==> src/rtl/diff_bscan_pkg.sv <==
package diff_bscan_pkg;

    localparam int NUM_CELLS = 2;

    typedef enum logic [0:0] {
        CELL_POS = 1'b0,
        CELL_NEG = 1'b1
    } cell_idx_e;

    typedef struct packed {
        logic shift_q;
        logic upd_q;
    } cell_state_t;

endpackage

==> src/rtl/bscan_cell.sv <==
module bscan_cell (
    input  logic clk,
    input  logic rst_n,
    input  logic pin_level,
    input  logic scan_in,
    input  logic capture_en,
    input  logic shift_en,
    input  logic update_en,
    output logic scan_out,
    output logic upd_out
);
    import diff_bscan_pkg::*;

    cell_state_t st;

    always_ff @(posedge clk or negedge rst_n) begin
        if (!rst_n) begin
            st.shift_q <= 1'b0;
        end else if (capture_en) begin
            st.shift_q <= shift_en ? scan_in : pin_level;
        end
    end

    always_ff @(posedge clk or negedge rst_n) begin
        if (!rst_n) begin
            st.upd_q <= 1'b0;
        end else if (update_en) begin
            st.upd_q <= st.shift_q;
        end
    end

    assign scan_out = st.shift_q;
    assign upd_out  = st.upd_q;

    // shift stage holds without the capture strobe
    assert_shift_hold_R4: assert property (@(posedge clk) disable iff (!rst_n)
        !capture_en |=> $stable(scan_out));

    // update latch holds without the update strobe
    assert_upd_hold_R5: assert property (@(posedge clk) disable iff (!rst_n)
        !update_en |=> $stable(upd_out));

    // update latch takes the pre-edge shift value
    assert_upd_load_R5: assert property (@(posedge clk) disable iff (!rst_n)
        update_en |=> upd_out == $past(scan_out));

endmodule

==> src/rtl/ddr_core_mux.sv <==
module ddr_core_mux (
    input  logic intest,
    input  logic rise_in,
    input  logic fall_in,
    input  logic inject,
    output logic core_rise,
    output logic core_fall
);
    always_comb begin
        if (intest) begin
            core_rise = inject;
            core_fall = inject;
        end else begin
            core_rise = rise_in;
            core_fall = fall_in;
        end
    end

    // pass-through outside INTEST
    always_comb begin
        if (!intest) begin
            assert_pass_R7: assert (core_rise == rise_in && core_fall == fall_in);
        end
    end

endmodule

==> src/rtl/diff_rx_bscan.sv <==
module diff_rx_bscan (
    input  logic clk,
    input  logic rst_n,
    input  logic pin_p,
    input  logic pin_n,
    input  logic rise_in,
    input  logic fall_in,
    input  logic tdi,
    input  logic clock_dr,
    input  logic shift_dr,
    input  logic update_dr,
    input  logic intest,
    output logic tdo,
    output logic core_rise,
    output logic core_fall
);
    import diff_bscan_pkg::*;

    localparam int CHAIN_LEN = NUM_CELLS + 1;

    logic [NUM_CELLS-1:0] pins;
    logic [CHAIN_LEN-1:0] chain;
    logic [NUM_CELLS-1:0] upd;

    assign pins[CELL_POS] = pin_p;
    assign pins[CELL_NEG] = pin_n;
    assign chain[0]       = tdi;

    for (genvar i = 0; i < NUM_CELLS; i++) begin : g_cell
        bscan_cell u_cell (
            .clk        (clk),
            .rst_n      (rst_n),
            .pin_level  (pins[i]),
            .scan_in    (chain[i]),
            .capture_en (clock_dr),
            .shift_en   (shift_dr),
            .update_en  (update_dr),
            .scan_out   (chain[i+1]),
            .upd_out    (upd[i])
        );
    end

    assign tdo = chain[NUM_CELLS];

    ddr_core_mux u_mux (
        .intest    (intest),
        .rise_in   (rise_in),
        .fall_in   (fall_in),
        .inject    (upd[CELL_POS]),
        .core_rise (core_rise),
        .core_fall (core_fall)
    );

    // capture loads the pin levels
    assert_capture_R2: assert property (@(posedge clk) disable iff (!rst_n)
        clock_dr && !shift_dr |=> chain[1] == $past(pin_p) && tdo == $past(pin_n));

    // shift moves tdi into the positive cell and the positive cell to tdo
    assert_shift_R3: assert property (@(posedge clk) disable iff (!rst_n)
        clock_dr && shift_dr |=> chain[1] == $past(tdi) && tdo == $past(chain[1]));

    // INTEST drives both core outputs from the positive update latch
    assert_intest_R6: assert property (@(posedge clk) disable iff (!rst_n)
        intest |-> core_rise == upd[CELL_POS] && core_fall == upd[CELL_POS]);

    // negative update latch holds without the update strobe
    assert_neg_hold_R5: assert property (@(posedge clk) disable iff (!rst_n)
        !update_dr |=> $stable(upd[CELL_NEG]));

endmodule

==> config.mk <==
export PLATFORM = sky130hd
export DESIGN_NAME = diff_rx_bscan
export DESIGN_NICKNAME = d
export VERILOG_FILES = /design/src/rtl/diff_bscan_pkg.sv /design/src/rtl/bscan_cell.sv /design/src/rtl/ddr_core_mux.sv /design/src/rtl/diff_rx_bscan.sv
export SDC_FILE = /design/constraint.sdc
export NUM_CORES = 1
export LEC_CHECK = 0
export CORE_AREA = 2 2 39 41
export DETAILED_ROUTE_END_ITERATION = 10
export DIE_AREA = 0 0 41 43
export PLACE_DENSITY = 0.49
export SLEW_MARGIN = 30
export SYNTH_ARGS = -nofsm -noshare
export SYNTH_HDL_FRONTEND = slang
export SYNTH_HIERARCHICAL = 1
export SYNTH_SLANG_ARGS = --single-unit
==> constraint.sdc <==
create_clock -name clk -period 0.8 [get_ports clk]
set_input_delay 0.16 -clock clk [delete_from_list [all_inputs] [get_ports clk]]
set_output_delay 0.16 -clock clk [all_outputs]
set_load 0.02 [all_outputs]
==> results by stage, run 1 <==
Outcome:
- The run finished, with violations left.
- The final reports fail on setup timing.

STA:
- The worst setup skew after layout is 5.37 ps.
- In the finished design, the share of the clock period the worst path needs comes to 147%.
- The setup-violating endpoint count in the final report is 4.
- The number of hold violations in the final report is 0.
- Once routing completed, OpenROAD measured the worst setup slack at -377 ps.
- The final period demand of the worst path is 1180 ps.
- The max-slew violation count was 0.
- The maximum operating frequency is 850 MHz.
- The measured slew at the worst slew-check pin is 125 ps.
- The worst pin sits at a relative slew slack of 91.4%.
- Setup repair after global routing could not meet its margin everywhere.

Power:
- The internal portion of the total power is 487 uW.
- The fraction of power consumed by combinational cells is 29.9%.
- The share of power burned in registers is 28.7%.
- The design draws 650 uW.
- The static leakage is 0.162 nW.
- The largest voltage drop on the vdd net is 0.000578 V.
- The switching power total is 162 uW.
- In this run, the clock network consumes 41.4% of the power.
- The switching portion of total power is 25.0%.
- The ratio of total power to cell area is 1860 nW/um^2.

Layout:
- The post-route netlist has 35.5% of its cells at a drive strength greater than 1.
- The area added between synthesis and finish is 133%.
- The cell area after layout is 349 sq um.
- The layout net count is 43.
- The filler-free cell count of the finished design is 47.
- For this run, the share of the core covered by cells in the final layout is 25.2%.
- The antenna diode count is 0.

Floorplan:
- For this configuration, the core starts out at a cell density of 10.8%.
- During I/O placement, the number of pins put on the boundary was 14.
- The floorplan step defined a core boundary enclosing 1380 sq um.
- Measured along the x axis, the die boundary spans 41 microns.
- In this run the vertical extent of the chip is 43 microns.
- The initialized floorplan defines 14 standard-cell rows.
- The area of the die is 1760 sq um.

Clock tree:
- The clock tree from TritonCTS is yes.
- For the worst-skew pair, the clock arrives at the later sink with an insertion delay of 230 ps.
- The library cell used as clock root buffer is sky130_fd_sc_hd__clkbuf_4.
- The count of clock tree sinks is 3.
- Buffers inserted during clock tree synthesis total 3.
- The number of H-tree levels is 1.
- After clock tree synthesis, the flow added hold-fix buffers numbering 0.
- Counting along the longest clock path gives a buffer depth of 2.
- The post-CTS clock slew at the launch and capture registers of the worst setup and hold paths is 40 ps.

Worst setup path:
- STA puts the critical path data required time at 640 ps.
- The worst reg2reg path depth is 2.
- On the critical path, the stage with the largest delay is an instance of sky130_fd_sc_hd__dfrtp_1.
- The worst register-to-register path begins at g_cell[0].u_cell/upd_out$_DFFE_PN0P_.
- The arrival time of the worst setup path is 1020 ps.
- The startpoint type of the worst setup path is a register.
- On the worst path, the slowest cell contributes a delay of 390 ps.
- The worst register-to-register path ends at g_cell[0].u_cell/upd_out$_DFFE_PN0P_.
- The peak fanout along the critical path is 3.
- The signal on the critical path passes through mux2_4 -> buf_6.
- STA classifies the critical path endpoint as a primary output.
- The setup slack of the worst register-to-register path is -100 ps.
- The category of the most critical setup path is register to primary output.

Placed design:
- The total placed cells including tap cells is 42.
- During placement, the flow inserted port buffers numbering 13.
- The cell area after placement is 315 sq um.
- The congestion estimate from routability-driven global placement came to 0.585.

Routing:
- For this block, the routed nets add up to 441 microns of wire.
- In this run, the number of DRC markers left after iteration 0 of detailed routing was 0.
- For this run, the detailed router's first-pass iteration total came to 1.
- The via count of the routed design is 159.
- The remaining antenna violation count is 0.
- For this run, design rule violations remaining after detail routing come to 0.
- The routed wirelength normalized by instance count is 9.38 microns.
- The ratio of routed vias to standard cells is 3.38.

GRT:
- The first global-routing pass estimated 586 microns of wire.
- For met3 alone, demand over resource in global routing was 5.24%.
- Entering global routing, the biggest net connects 5 pins.
- The total congestion overflow after global routing is 0.
- The number of global-route vias before repair is 138.
- The routing layer with the top usage in global route is met1.
- The met1 demand-to-capacity share in global routing is 7.44%.
- The initial antenna violation count is 0.
- For met2 alone, demand over resource in global routing was 4.06%.
- For this run, the total global-route usage over all layers was measured as 5.53%.

Yosys:
- The number of warning messages in the yosys log is 6.
- The post-synth design cell area is 150 sq um.
- The number of nets handed over by synthesis was 23.
- The synthesized area divided by synthesized cell count is 12.5 sq um.
- The gate count after technology mapping is 12.

Flow run:
- The max-capacitance violation count is 0.

Hold path:
- In this run the worst hold path is classified as input pin to async pin.
-- metrics by stage --
stage | TNS (ps) | hold slack, ps | worst slack [ps]
finish | -948 | 111 | -377
global route | -1050 | 119 | -407
CTS | -897 | 109 | -395
detailed placement | -2930 | 361 | -892
global placement | -2850 | 359 | -873
floorplan | -29.0 | -136 | -14.5
-- cell usage in the layout, fill, tap and decap left out --
cell type / instances
sky130_fd_sc_hd__clkdlybuf4s50_1: 7
sky130_fd_sc_hd__clkbuf_4: 3
sky130_fd_sc_hd__mux2_4: 3
sky130_fd_sc_hd__dfrtp_1: 3
sky130_fd_sc_hd__dlygate4sd2_1: 3
sky130_fd_sc_hd__buf_6: 3
sky130_fd_sc_hd__mux2i_1: 2
sky130_fd_sc_hd__nor2_1: 2
sky130_fd_sc_hd__a21oi_1: 2
sky130_fd_sc_hd__buf_4: 2
sky130_fd_sc_hd__clkbuf_1: 1
-- worst max-delay path, delay by kind of cell, from the launching register on --
kind	cells	cell delay [ps]
buffers and inverters	1	130
muxes	1	270
DFF	1	390
-- power groups by stage --
stage / clock (mW) / combinational (mW) / sequential [mW]
3_3_place_gp: 0 / 0.180 / 0.187
6_report: 0.269 / 0.194 / 0.186
2_1_floorplan: 0 / 0.0679 / 0.192
3_5_place_dp: 0 / 0.183 / 0.188
4_1_cts: 0.281 / 0.186 / 0.187
5_1_grt: 0.299 / 0.205 / 0.189
-- what timing repair did --
action / CTS / global route
endpoints found under the hold margin: 0 / 0
buffers inserted: 1 / 1
endpoints found under the setup margin: 6 / 3
pin swaps: 1 / 0
gates resized for setup: 21 / 0
-- worst max-delay path by stage --
stage                                               startpoint   endpoint  cells past startpoint
after global placement                                  intest  core_rise                      3
after floorplan           g_cell[0].u_cell/upd_out$_DFFE_PN0P_  core_fall                      1
after detailed placement                                intest  core_rise                      3
final                     g_cell[0].u_cell/upd_out$_DFFE_PN0P_  core_rise                      2
after CTS                 g_cell[0].u_cell/upd_out$_DFFE_PN0P_  core_rise                      2
after global routing      g_cell[0].u_cell/upd_out$_DFFE_PN0P_  core_rise                      2
-- per-layer routing --
metal / share of wire (%) / wire [microns]
met3: 20 / 86
met2: 32 / 139
met4: 0 / 0
met5: 0 / 0
met1: 49 / 215
-- registers in the layout (all words and copies together) (netlist names) --
register / cells
g_cell.u_cell/upd_out: 1
g_cell.u_cell/scan_out: 2
-- layout make-up --
cell class,count,area (sq um)
clock buffer,4,26.3
fill,148,1030
tap,16,20.0
timing repair buffer,15,145
multi-input combinational,9,82.6
sequential,3,75.1
(Power assumes the default switching activity.)
==> inputs of run 2 (changes only) <==
==> constraint.sdc (replaced) <==
create_clock -name clk -period 1.46 [get_ports clk]
set_input_delay 0.292 -clock clk [delete_from_list [all_inputs] [get_ports clk]]
set_output_delay 0.292 -clock clk [all_outputs]
set_load 0.02 [all_outputs]
==> run 2 against run 1 <==
Die area unchanged; worst setup slack better by 430 ps; first-iteration DRC count grew 4; largest power group unchanged; the run now ends clean; critical endpoint unchanged.
==> results by stage, run 2 (synthesized netlist as in run 1, its figures left out) <==
Clock tree:
- In this run, post-CTS repair resized a total of 11 instances.
- The total setup buffers inserted after CTS is 0.
- CTS built an H-tree with a depth of 1.
- The clock tree from TritonCTS is yes.
- In this run the deepest clock path goes through 2 buffers.
- The number of hold-repair buffers added at the cts stage is 0.
- The insertion delay of the later-clocked pin in the worst-skew pair is 230 ps.
- The count of clock tree sinks is 3.
- The number of buffers created by CTS is 3.
- The library cell used as clock root buffer is sky130_fd_sc_hd__clkbuf_4.
- The post-CTS clock slew at the launch and capture registers of the worst setup and hold paths is 40 ps.

GRT:
- The initial antenna violation count is 0.
- The number of global-route vias before repair came to 172.
- The first global-routing pass estimated 731 microns of wire.
- Entering global routing, the biggest net connects 5 pins.
- The global-route usage over all layers is 6.83%.
- The total congestion overflow after global routing is 0.

Layout:
- The number of flip-flops in the largest register is 2.
- The library cell used most frequently in the layout, excluding fill and tap cells, is sky130_fd_sc_hd__clkdlybuf4s50_1.
- The fraction of layout cells with a size suffix above 1 is 27.6%.
- The library cells used most frequently in the layout, excluding fill and tap cells, are 9 x sky130_fd_sc_hd__clkdlybuf4s50_1, 3 x sky130_fd_sc_hd__clkbuf_4, 3 x sky130_fd_sc_hd__dfrtp_1.
- The area added between synthesis and finish is 111%.
- The antenna diode count is 0.
- The total of fill cells in the finished design is 151.
- The cell area after layout is 317 sq um.
- In the final design database the tool counted 41 nets.

Floorplan:
- The number of placement rows is 14.
- The core region is 1380 sq um.
- Once the floorplan was initialized, standard cells occupied 10.8% of the core.
- The die covers 1760 sq um.
- The die height is 43 microns.
- During I/O placement, the number of pins put on the boundary was 14.
- Measured along the x axis, the die boundary spans 41 microns.

Routing:
- Summed over all layers, the routed wires come to 460 microns.
- The count of nets left with antenna violations once routing finished came out at 0.
- The initial DRC count is 4.
- The ratio of routed vias to standard cells is 3.47.
- The routed wirelength normalized by instance count is 10.2 microns.
- The number of detailed-routing iterations run before antenna repair is 2.
- For this run, design rule violations remaining after detail routing come to 0.
- The via count of the routed design is 156.

Worst setup path:
- The peak fanout along the critical path is 1.
- For the worst setup path, the data arrival time is 1120 ps.
- The startpoint of the lowest-slack register-to-register path is g_cell[0].u_cell/upd_out$_DFFE_PN0P_.
- The worst register-to-register path has a depth of 1.
- The buffers plus inverters on the worst setup path is 2.
- Walking the worst path, the cells encountered are clkdlybuf4s50_1 -> mux2_2 -> buf_4.
- The category of the worst setup path capture point is a primary output.
- The delay of the slowest cell on the worst path is 400 ps.
- The endpoint identified for the worst register-to-register timing path is g_cell[0].u_cell/upd_out$_DFFE_PN0P_.
- The worst register-to-register path has a setup slack of 690 ps.
- Broken down by cell family, the worst path's largest delay share belongs to buffers and inverters.
- STA classifies the critical path startpoint as an input pin.
- The cell at the slowest stage of the critical path is sky130_fd_sc_hd__clkdlybuf4s50_1.
- The worst setup path is of the input pin to primary output kind.
- The required time of the critical path is 1170 ps.

STA:
- The measured slew at the worst slew-check pin is 214 ps.
- For the final database, setup skew stands at 5.21 ps.
- The number of hold violations in the final report is 0.
- For this run, the top clock speed supported by timing is 710 MHz.
- The max-slew violation count is 0.
- The worst path meets setup with 51.6 ps of slack.
- Setup repair after global routing left no endpoint under its margin.
- In this run the tightest slew margin relative to its limit is 85.8%.
- The clock period could shrink to 1410 ps.
- The setup-violating endpoint count in the final report is 0.
- The final critical path takes up 96.5% of the cycle.
- The final total negative setup slack is 0 ps.

Placed design:
- At the end of routability-driven placement, the weighted congestion stood at 0.564.
- The number of port buffers is 13.
- Timing analysis after detailed placement gives a worst setup slack of -513 ps.
- The cell area after placement is 300 sq um.

Power:
- Across the VDD grid, the largest voltage drop is 0.000380 V.
- In this run, the combinational gates consume 25.1% of the power.
- The analysis attributes to net switching a power of 82.8 uW.
- The clock power share is 43.9%.
- In this run the static leakage power is 0.136 nW.
- The internal power contribution is 246 uW.
- The ratio of total power to cell area is 1040 nW/um^2.
- The share of power burned in registers is 31.0%.
- The switching portion of total power is 25.2%.

Flow run:
- The max-capacitance violation count is 0.

Hold path:
- The path type of the worst min-delay path is input pin to async pin.

Outcome:
- The run finished with clean final reports.
==> run 2: area by class of cell <==
type / instances / area [sq um] / share of cell area [%]
timing repair buffer: 13 / 120 / 37.9
sequential: 3 / 75.1 / 23.7
multi-input combinational: 9 / 75.1 / 23.7
clock buffer: 4 / 26.3 / 8.30
tap: 16 / 20.0 / 6.32
==> run 2: power groups by stage <==
stage          clock network, mW  registers, mW  logic (mW)
2_1_floorplan                  0          0.105      0.0329
3_3_place_gp                   0          0.102      0.0911
3_5_place_dp                   0          0.104      0.0919
4_1_cts                    0.151          0.103      0.0840
5_1_grt                    0.157          0.104      0.0903
6_report                   0.145          0.102      0.0827
==> run 2: metal layers <==
layer  up-vias  GRT usage, %  routed length, microns
met5         -             0                       0
met4         0          6.00                       0
met3         0          3.14                      88
met2        14          8.13                     166
met1        65          8.71                     205
li1         77             -                       -
==> run 2: how the worst max path moves through the flow <==
stage,startpoint,endpoint,cells after the start
2_1_floorplan,g_cell[0].u_cell/upd_out$_DFFE_PN0P_,core_fall,1
3_3_place_gp,intest,core_rise,3
3_5_place_dp,intest,core_fall,3
4_1_cts,rise_in,core_rise,3
5_1_grt,fall_in,core_fall,3
6_report,rise_in,core_rise,3
==> run 2: stage by stage <==
step | instances | total power, mW | util [%] | hold slack [ps]
2_1_floorplan | 12 | 0.138 | - | -3.59
3_3_place_gp | 41 | 0.193 | 21.7 | 490
3_5_place_dp | 41 | 0.196 | 21.7 | 498
4_1_cts | 45 | 0.338 | 22.9 | 250
5_1_grt | 45 | 0.352 | 22.9 | 258
6_report | 45 | 0.329 | 22.9 | 248
==> inputs of run 3 (changes only) <==
--- a/config.mk
+++ b/config.mk
@@ -6,9 +6,11 @@
 export NUM_CORES = 1
 export LEC_CHECK = 0
 export CORE_AREA = 2 2 39 41
+export CTS_CLUSTER_SIZE = 30
 export DETAILED_ROUTE_END_ITERATION = 10
 export DIE_AREA = 0 0 41 43
 export PLACE_DENSITY = 0.49
+export SETUP_SLACK_MARGIN = 0.1
 export SLEW_MARGIN = 30
 export SYNTH_ARGS = -nofsm -noshare
 export SYNTH_HDL_FRONTEND = slang
==> run 3 against run 2 <==
Clock power hardly changed; sequential power is essentially flat; worst hold slack better by 2.7 ps; core utilization up 1.9 points; die area is the same; combinational power increased by 22%; cell count up 2.2%; critical path depth decreased by 1; worst setup slack gained 88 ps; register-to-register slack got worse by 130 ps; critical path type is now register to primary output; largest cell class unchanged.
==> results by stage, run 3 (synthesized netlist as in run 1, its figures left out) <==
STA:
- The number of hold violations in the final report was 0.
- The share of the cycle needed by the critical path after routing is 90.4%.
- In the post-route analysis, the smallest setup slack over all paths is 140 ps.
- The final period demand of the worst path is 1320 ps.
- Setup violations remaining at the end of the flow were counted as 0.
- The worst setup skew after layout is 4.55 ps.
- The measured slew at the worst slew-check pin is 214 ps.
- Setup repair after global routing could not meet its margin everywhere.
- The max-slew violation count is 0.
- Measured against its own limit, the worst slew margin works out to 85.8%.
- The maximum operating frequency is 757 MHz.
- The final total negative setup slack is 0 ps.

Clock tree:
- The count of clock tree sinks is 3.
- In this run the deepest clock path goes through 2 buffers.
- The number of buffers created by CTS is 3.
- In this run the number of H-tree levels came out at 1.
- The insertion delay of the later-clocked pin in the worst-skew pair is 230 ps.
- After clock tree synthesis, the clock-pin slew on the worst setup and hold paths is 40 ps.
- In this run, post-CTS hold repair placed 0 buffers.
- TritonCTS built the clock tree.
- The library cell used as clock root buffer is sky130_fd_sc_hd__clkbuf_4.

Worst setup path:
- In this run the worst path has a maximum fanout of 3.
- For the worst setup path, the data required time is 1170 ps.
- The delay of the slowest cell on the worst path is 390 ps.
- The startpoint type of the worst setup path is a register.
- The cell family contributing the most delay on the critical path is flip-flops.
- The largest individual stage delay along the critical path comes from the cell sky130_fd_sc_hd__dfrtp_1.
- The critical path goes through mux2_4 -> buf_6.
- The category of the worst setup path capture point is a primary output.
- The buffers plus inverters on the worst setup path is 1.
- Across all register-to-register paths, the minimum setup slack is 560 ps.
- The arrival time of the worst setup path is 1030 ps.
- The category of the most critical setup path is register to primary output.

Routing:
- The detail route stage leaves a number of antenna-violating nets equal to 0.
- The initial DRC count is 2.
- The sum of routed wire length over all layers is 492 microns.
- The number of detailed-routing iterations run before antenna repair is 2.
- In the final routed layout, each cell accounts on average for 10.7 microns.
- For this run, design rule violations remaining after detail routing come to 0.
- After detailed routing, the number of vias per cell comes to 3.54.
- For this block, the via count after detailed routing is 163.

GRT:
- For this run, global-route usage on met1 was measured as 8.06%.
- The global-route usage over all layers is 6.93%.
- The first global-routing pass estimated 745 microns of wire.
- The number of global-route vias before repair is 172.
- For this run the aggregate overflow at the end of global routing stands at 0.
- The initial antenna violation count is 0.
- In the global route stage, met2 resource usage came out at 8.13%.
- The layer flagged by global routing as most heavily used is met2.
- The met3 track demand over resource in global routing is 4.71%.
- The largest net degree at the start of global routing is 5.

Flow run:
- Across the run, the number of max-cap violations was 0.

Placed design:
- The worst slack at placement is -513 ps.
- The congestion estimate from routability-driven global placement came to 0.564.
- After detailed placement, the total cell area comes to 300 sq um.
- During placement, the flow inserted port buffers numbering 13.

Power:
- The total power consumption of the routed design is 347 uW.
- The worst-case IR drop observed on VDD is 0.000386 V.
- The ratio of total power to cell area is 1010 nW/um^2.
- The analysis attributes to cell leakage a power of 0.163 nW.

Layout:
- The antenna diode count is 0.
- The area added between synthesis and finish is 128%.
- The fraction of layout cells with a size suffix above 1 is 30.0%.
- Leaving out fill and tap cells, the most frequent cells in the layout are 7 x sky130_fd_sc_hd__clkdlybuf4s50_1, 3 x sky130_fd_sc_hd__clkbuf_4, 3 x sky130_fd_sc_hd__mux2_4, 3 x sky130_fd_sc_hd__dfrtp_1, 3 x sky130_fd_sc_hd__dlygate4sd2_1.
- The most common library cell in the layout ignoring fill and taps is sky130_fd_sc_hd__clkdlybuf4s50_1.
- The number of flip-flops in the largest register is 2.
- The fraction of the core area covered by cells at the end of the flow is 24.8%.
- The cell area after layout is 343 sq um.
- In the final design database the tool counted 42 nets.

Floorplan:
- The die boundary width is 41 microns.
- 14 I/O pins were placed.
- After floorplanning, the core was sized to cover 1380 sq um.
- The area of the die is 1760 sq um.
- The die is 43 microns tall.
- The number of placement rows is 14.
- Once the floorplan was initialized, standard cells occupied 10.8% of the core.

Outcome:
- The run finished with clean final reports.

Hold path:
- The path type of the worst min-delay path is input pin to async pin.
run 3: changes by cell type in the layout (fill, tap and decap cells not counted):
cell                              before  now
sky130_fd_sc_hd__mux2_4                1    3
sky130_fd_sc_hd__dlygate4sd2_1         2    3
sky130_fd_sc_hd__dlymetal6s2s_1        0    1
sky130_fd_sc_hd__mux2_2                2    0
sky130_fd_sc_hd__buf_6                 0    2
sky130_fd_sc_hd__clkdlybuf4s50_1       9    7
sky130_fd_sc_hd__buf_2                 1    0
run 3: worst paths after layout:
| check | from | endpoint | cells after the start |
|---|---|---|---|
| max in group asynchronous | rst_n | g_cell[0].u_cell/scan_out$_DFFE_PN0P_ | 1 |
| worst max register to register | g_cell[0].u_cell/upd_out$_DFFE_PN0P_ | g_cell[0].u_cell/upd_out$_DFFE_PN0P_ | 2 |
| min in group clk | g_cell[1].u_cell/scan_out$_DFFE_PN0P_ | g_cell[1].u_cell/scan_out$_DFFE_PN0P_ | 2 |
| worst min register to register | g_cell[1].u_cell/scan_out$_DFFE_PN0P_ | g_cell[1].u_cell/scan_out$_DFFE_PN0P_ | 2 |
| worst max-delay path | g_cell[0].u_cell/upd_out$_DFFE_PN0P_ | core_rise | 2 |
| worst min-delay path | rst_n | g_cell[0].u_cell/upd_out$_DFFE_PN0P_ | 1 |
run 3: cell type report:
| type | count | area (sq um) |
|---|---|---|
| clock buffer | 4 | 26.3 |
| fill | 150 | 1040 |
| multi-input combinational | 9 | 82.6 |
| sequential | 3 | 75.1 |
| tap | 16 | 20.0 |
| timing repair buffer | 14 | 139 |
run 3: through the flow:
stage,std cells,hold slack [ps]
2_1_floorplan,12,-3.59
3_3_place_gp,41,490
3_5_place_dp,41,498
4_1_cts,45,250
5_1_grt,46,258
6_report,46,251
run 3: report_power, final:
group | leakage, nW | internal [mW] | switching (mW)
Clock | 0.0150 | 0.102 | 0.0412
Sequential | 0.0333 | 0.0943 | 0.00794
Combinational | 0.115 | 0.0639 | 0.0371
Total | 0.163 | 0.260 | 0.0863
run 3: worst reg2reg max path, stage by stage, from the launching register on:
cell and delay [ps]:
sky130_fd_sc_hd__dfrtp_1 390, sky130_fd_sc_hd__buf_4 140, sky130_fd_sc_hd__mux2_4 250
run 3: per-layer routing:
metal / wire length (microns) / part of all wire (%) / vias to the layer above
met1: 212 / 43 / 70
met2: 175 / 36 / 14
li1: - / - / 79
met4: 0 / 0 / 0
met5: 0 / 0 / -
met3: 104 / 21 / 0
run 3: timing repair:
| item | CTS | global route |
|---|---|---|
| buffers inserted | 0 | 1 |
| pin swaps | 0 | 0 |
| cloned | 0 | 0 |
| gates resized for setup | 15 | 3 |
| endpoints found under the setup margin | 3 | 2 |
